`src/rtl/cp0_pkg.sv`:
```
package cp0_pkg;
    localparam int XLEN = 32;

    typedef enum logic [1:0] {
        ST_RUN  = 2'd0,
        ST_EVAL = 2'd1,
        ST_TRAP = 2'd2
    } cp0_state_e;

    localparam int IDX_STATUS = 12;
    localparam int IDX_CAUSE  = 13;
    localparam int IDX_EPC    = 14;

    localparam int CODE_W = 5;
    localparam logic [CODE_W-1:0] CODE_INT     = 5'd0;
    localparam logic [CODE_W-1:0] CODE_SYSCALL = 5'd8;

    localparam logic [XLEN-1:0] CAUSE_WMASK = 32'h0000_0300;
    localparam int VEC_BIT = 22;
endpackage

```
`src/rtl/cp0_seq.sv`:
```
module cp0_seq
    import cp0_pkg::*;
#(
    parameter int ADDR_W = 5
) (
    input  logic                clk,
    input  logic                rst_n,
    input  logic                syscall,
    input  logic                rfe,
    input  logic                wr_en,
    input  logic [ADDR_W-1:0]   addr,
    input  logic                swi_hit,
    output logic                take_trap,
    output logic [CODE_W-1:0]   trap_code,
    output logic                do_rfe,
    output logic                do_wr,
    output logic                exc_req,
    output logic                in_run,
    output logic                in_eval
);
    localparam logic [ADDR_W-1:0] A_STATUS = ADDR_W'(IDX_STATUS);
    localparam logic [ADDR_W-1:0] A_CAUSE  = ADDR_W'(IDX_CAUSE);

    cp0_state_e state_q, state_d;
    logic       ctl_write;

    assign ctl_write = (addr == A_STATUS) || (addr == A_CAUSE);

    always_ff @(posedge clk) begin
        if (!rst_n) state_q <= ST_RUN;
        else        state_q <= state_d;
    end

    always_comb begin
        state_d = ST_RUN;
        unique case (state_q)
            ST_RUN: begin
                if (syscall)                   state_d = ST_TRAP;
                else if (!rfe && wr_en && ctl_write) state_d = ST_EVAL;
                else                           state_d = ST_RUN;
            end
            ST_EVAL: state_d = swi_hit ? ST_TRAP : ST_RUN;
            ST_TRAP: state_d = ST_RUN;
            default: state_d = ST_RUN;
        endcase
    end

    always_comb begin
        take_trap = 1'b0;
        trap_code = CODE_INT;
        do_rfe    = 1'b0;
        do_wr     = 1'b0;
        unique case (state_q)
            ST_RUN: begin
                if (syscall) begin
                    take_trap = 1'b1;
                    trap_code = CODE_SYSCALL;
                end else if (rfe) begin
                    do_rfe = 1'b1;
                end else if (wr_en) begin
                    do_wr = 1'b1;
                end
            end
            ST_EVAL: begin
                if (swi_hit) begin
                    take_trap = 1'b1;
                    trap_code = CODE_INT;
                end
            end
            ST_TRAP: ;
            default: ;
        endcase
    end

    assign exc_req = (state_q == ST_TRAP);
    assign in_run  = (state_q == ST_RUN);
    assign in_eval = (state_q == ST_EVAL);
endmodule

```
`src/rtl/cp0_regs.sv`:
```
module cp0_regs
    import cp0_pkg::*;
#(
    parameter int ADDR_W = 5
) (
    input  logic                clk,
    input  logic                rst_n,
    input  logic                take_trap,
    input  logic [CODE_W-1:0]   trap_code,
    input  logic [XLEN-1:0]     pc,
    input  logic                in_delay,
    input  logic                do_rfe,
    input  logic                do_wr,
    input  logic [ADDR_W-1:0]   addr,
    input  logic [XLEN-1:0]     wdata,
    output logic [XLEN-1:0]     status,
    output logic [XLEN-1:0]     cause,
    output logic [XLEN-1:0]     epc,
    output logic [XLEN-1:0]     rdata,
    output logic                swi_hit
);
    localparam logic [ADDR_W-1:0] A_STATUS = ADDR_W'(IDX_STATUS);
    localparam logic [ADDR_W-1:0] A_CAUSE  = ADDR_W'(IDX_CAUSE);
    localparam logic [ADDR_W-1:0] A_EPC    = ADDR_W'(IDX_EPC);

    logic [XLEN-1:0] status_q, cause_q, epc_q;

    always_ff @(posedge clk) begin
        if (!rst_n) begin
            status_q <= '0;
            cause_q  <= '0;
            epc_q    <= '0;
        end else if (take_trap) begin
            status_q[5:0] <= {status_q[3:0], 2'b00};
            cause_q[6:2]  <= trap_code;
            cause_q[31]   <= in_delay;
            epc_q         <= in_delay ? (pc - XLEN'(4)) : pc;
        end else if (do_rfe) begin
            status_q[3:0] <= status_q[5:2];
        end else if (do_wr) begin
            if (addr == A_STATUS)     status_q <= wdata;
            else if (addr == A_CAUSE) cause_q  <= (cause_q & ~CAUSE_WMASK) | (wdata & CAUSE_WMASK);
            else if (addr == A_EPC)   epc_q    <= wdata;
        end
    end

    always_comb begin
        if (addr == A_STATUS)     rdata = status_q;
        else if (addr == A_CAUSE) rdata = cause_q;
        else if (addr == A_EPC)   rdata = epc_q;
        else                      rdata = '0;
    end

    assign swi_hit = (|(cause_q[9:8] & status_q[9:8])) && status_q[0];
    assign status  = status_q;
    assign cause   = cause_q;
    assign epc     = epc_q;
endmodule

```
`src/rtl/cp0_sysctl.sv`:
```
module cp0_sysctl
    import cp0_pkg::*;
#(
    parameter int ADDR_W = 5
) (
    input  logic                clk,
    input  logic                rst_n,
    input  logic [31:0]         pc_i,
    input  logic                in_delay_i,
    input  logic                syscall_i,
    input  logic                rfe_i,
    input  logic [ADDR_W-1:0]   reg_addr_i,
    input  logic                reg_wr_i,
    input  logic [31:0]         reg_wdata_i,
    output logic [31:0]         reg_rdata_o,
    output logic                exc_req_o,
    output logic                vec_sel_o,
    output logic [31:0]         epc_o
);
    logic              take_trap, do_rfe, do_wr, swi_hit, run_w, eval_w;
    logic [CODE_W-1:0] trap_code;
    logic [XLEN-1:0]   status_w, cause_w, epc_w;

    cp0_seq #(.ADDR_W(ADDR_W)) u_seq (
        .clk       (clk),
        .rst_n     (rst_n),
        .syscall   (syscall_i),
        .rfe       (rfe_i),
        .wr_en     (reg_wr_i),
        .addr      (reg_addr_i),
        .swi_hit   (swi_hit),
        .take_trap (take_trap),
        .trap_code (trap_code),
        .do_rfe    (do_rfe),
        .do_wr     (do_wr),
        .exc_req   (exc_req_o),
        .in_run    (run_w),
        .in_eval   (eval_w)
    );

    cp0_regs #(.ADDR_W(ADDR_W)) u_regs (
        .clk       (clk),
        .rst_n     (rst_n),
        .take_trap (take_trap),
        .trap_code (trap_code),
        .pc        (pc_i),
        .in_delay  (in_delay_i),
        .do_rfe    (do_rfe),
        .do_wr     (do_wr),
        .addr      (reg_addr_i),
        .wdata     (reg_wdata_i),
        .status    (status_w),
        .cause     (cause_w),
        .epc       (epc_w),
        .rdata     (reg_rdata_o),
        .swi_hit   (swi_hit)
    );

    assign vec_sel_o = status_w[VEC_BIT];
    assign epc_o     = epc_w;
endmodule

```
`config.mk`:
```
export PLATFORM = sky130hd
export DESIGN_NAME = cp0_sysctl
export DESIGN_NICKNAME = d
export VERILOG_FILES = /design/src/rtl/cp0_pkg.sv /design/src/rtl/cp0_seq.sv /design/src/rtl/cp0_regs.sv /design/src/rtl/cp0_sysctl.sv
export SDC_FILE = /design/constraint.sdc
export NUM_CORES = 1
export LEC_CHECK = 0
export ABC_AREA = 1
export CAP_MARGIN = 30
export CORE_AREA = 3 3 110 85
export CTS_BUF_LIST = sky130_fd_sc_hd__clkbuf_2 sky130_fd_sc_hd__clkbuf_4 sky130_fd_sc_hd__clkbuf_8
export CTS_CLUSTER_SIZE = 40
export DETAILED_ROUTE_END_ITERATION = 16
export DIE_AREA = 0 0 113 88
export HOLD_SLACK_MARGIN = 0.06
export PLACE_DENSITY = 0.85
export SYNTH_ARGS = -nofsm -noshare
export SYNTH_HDL_FRONTEND = slang
export SYNTH_SLANG_ARGS = --single-unit
```
`constraint.sdc`:
```
create_clock -name clk -period 6.81 [get_ports clk]
set_clock_uncertainty 0.15 [all_clocks]
set_input_delay 2.043 -clock clk [delete_from_list [all_inputs] [get_ports clk]]
set_output_delay 2.043 -clock clk [all_outputs]
set_load 0.02 [all_outputs]
```
==> metrics.txt <==
Reg area 1400 um2; Synth async-reset ratio 0; Pre-Repair DR Iteration Count 5; clock slew at reported path FFs 0.08 ns; Synth Warn # 0; clk sinks 70; Final min period 6.42 ns; CP cell instances clkdlybuf4s50_1 -> nor2_1 -> nand2_1 -> clkinv_1 -> a22o_1 -> clkdlybuf4s50_1; CTS tree built; worst hold stages 2; Synth top area share 0.332; top cells by area, synth dfxtp_1 33%, nand2_1 14%, o21ai_0 8.1%; DR WL/cell 16.6 um; EDFF count, synth 0; largest vdd supply drop 0.119 mV; post-CTS setup buffers 0; largest net degree at the start of global routing 43; max-cap viol count 0; CTS resizes 0; Worst Tran Pin Value 1.01 ns; setup ws final 0.392 ns; number of fill cells 743; setup repair after global routing missed its margin false; Final setup viols 0; CP max FO 19; Core Util, Final 0.698; vias in the first global route 4716; Design Area, Final 5880 um2; die area 9940 um2; Initial Utilization 0.502; CP startpoint kind input port; DRC 0; GRT Total Usage 0.293; CTS max path bufs 2; Post-Route WL 14800 um; Cell Pwr Density 168 nW/um2; CP peak stage delay 0.55 ns; Port Buffers 140; violation count after the first detailed-route iteration 461; status finished, final reports clean; max-slew violations 0; Post-Syn Area 4230 um2; top-count cell post-synth nand2_1; clock latency on the worst-skew pair 0.35 ns; Req. time, crit path 4.62 ns; area of the multi-input gates 2360 um2; via/cell ratio 5.56; Final Power 986 uW; Std-Cell Rows 29; CP endpoint kind output port; Worst path slowest cell clkdlybuf4s50_1; CP dominant cell by count clkdlybuf4s50_1; Worst Reg-to-Reg Cells 9; nets in the synthesized netlist 726; CTS H-Tree Depth 3; Cell Area, Placed 5680 um2; worst slack at placement 0.423 ns; Slew HR 0.324; fin nets 857; io pins 141; core area 8420 um2; Seq/Total Area, Yosys 0.332; TritonCTS Buffers 9; post-synthesis instance total 650; layout cells sized above 1 0.0725; Synth Register Bits 70; Post-DRT Antenna Nets 0; number of vias in the routed layout 4972; syn avg cell area 6.50 um2; library cells used by synthesis 46; setup_tns 0 ns; CP Data Arrival Time 4.22 ns; Hold Path Class reg -> reg; Crit Path Class in -> out; fin crit share 0.942; leading area contributor after synthesis dfxtp_1; Placer Congestion 0.912; Static Leakage 0.00239 uW; die width 113 um; Congestion Overflow GR 0; initial antenna violation count 0; commonest cells in the synthesized netlist 153 x nand2_1, 82 x inv_1, 76 x nor2_1; CTS root buffer clkbuf_8; Fmax achieved 0.156 GHz; Final Hold Vio Count 0; first-pass GRT wire length 23200 um; Die Y 88 um; Post-synth top flop dfxtp_1; Post-DP HPWL 11100 um; hold_buf cts 0; Area Overhead vs Synth 39.1%; ant diodes 0
## sequential cells by signal, indices dropped and copies added, names as in the netlist
| signal | flops |
|---|---|
| u_regs.cause | 4 |
| u_seq.state_q | 2 |
| u_regs.epc | 32 |
| u_regs.status | 32 |
## power breakdown
group	internal (uW)	switching (uW)	total (uW)
logic	93.3	114	208
clock network	173	163	336
registers	427	15.1	442
## critical path, delay by kind of cell
kind	cells	cell delay, ns
compound gates	1	0.41
simple gates	2	0.17
buf+inv	3	1.60
## layer usage
| layer | routed length [um] | vias up | GRT usage |
|---|---|---|---|
| met5 | 0 | - | 0 |
| met4 | 174 | 0 | 0.0819 |
| met3 | 1500 | 18 | 0.0663 |
| met2 | 6720 | 275 | 0.485 |
| met1 | 6450 | 2302 | 0.387 |
| li1 | - | 2377 | - |
## metrics by stage
stage | hold slack [ns] | instances
final | 0.304 | 894
after detailed placement | 0.291 | 878
after floorplan | 0.275 | 650
after CTS | 0.306 | 894
after global routing | 0.329 | 894
after global placement | 0.286 | 878
## worst paths after layout
check                    startpoint           endpoint  slack (ns)
setup / recovery      reg_addr_i[1]     reg_rdata_o[6]        0.39
hold / removal    u_regs.status[30]  u_regs.status[30]        0.30
setup reg to reg   u_seq.state_q[1]     u_regs.epc[26]        4.49
hold reg to reg   u_regs.status[30]  u_regs.status[30]        0.30
## layout make-up
| cell class | count | share of cell area |
|---|---|---|
| tap | 108 | 0.0230 |
| clock buffer | 10 | 0.0224 |
| timing repair buffer | 144 | 0.246 |
| inverter | 91 | 0.0583 |
| clock inverter | 6 | 0.0106 |
| sequential | 70 | 0.238 |
| multi-input combinational | 465 | 0.401 |
## placed cells by master, fill, tap and decap left out, types with 4 or more instances in the layout
| cell type | instances |
|---|---|
| nor2_4 | 6 |
| nand2_2 | 4 |
| a31oi_1 | 7 |
| nand4_1 | 8 |
| nand2_1 | 153 |
| nand3_1 | 28 |
| o21ai_1 | 5 |
| o22ai_1 | 6 |
| clkbuf_8 | 9 |
| nor2_1 | 76 |
| nor3_1 | 7 |
| xor2_1 | 7 |
| clkinv_2 | 4 |
| nor2_2 | 5 |
| o211ai_1 | 8 |
| inv_1 | 82 |
| a21oi_1 | 37 |
| dfxtp_1 | 70 |
| a22o_1 | 10 |
| clkdlybuf4s50_1 | 140 |
| o21ai_0 | 68 |
| inv_2 | 6 |
## kinds of logic after synthesis
logic type,after synthesis,share of synthesized area
AOI/OAI and AO/OA,152,0.206
DFF,70,0.332
xor gates and xnor gates,8,0.0166
buffers and inverters,115,0.110
adders and majority gates,1,0.00296
and+or+nand+nor,304,0.333
(Power assumes the default switching activity.)
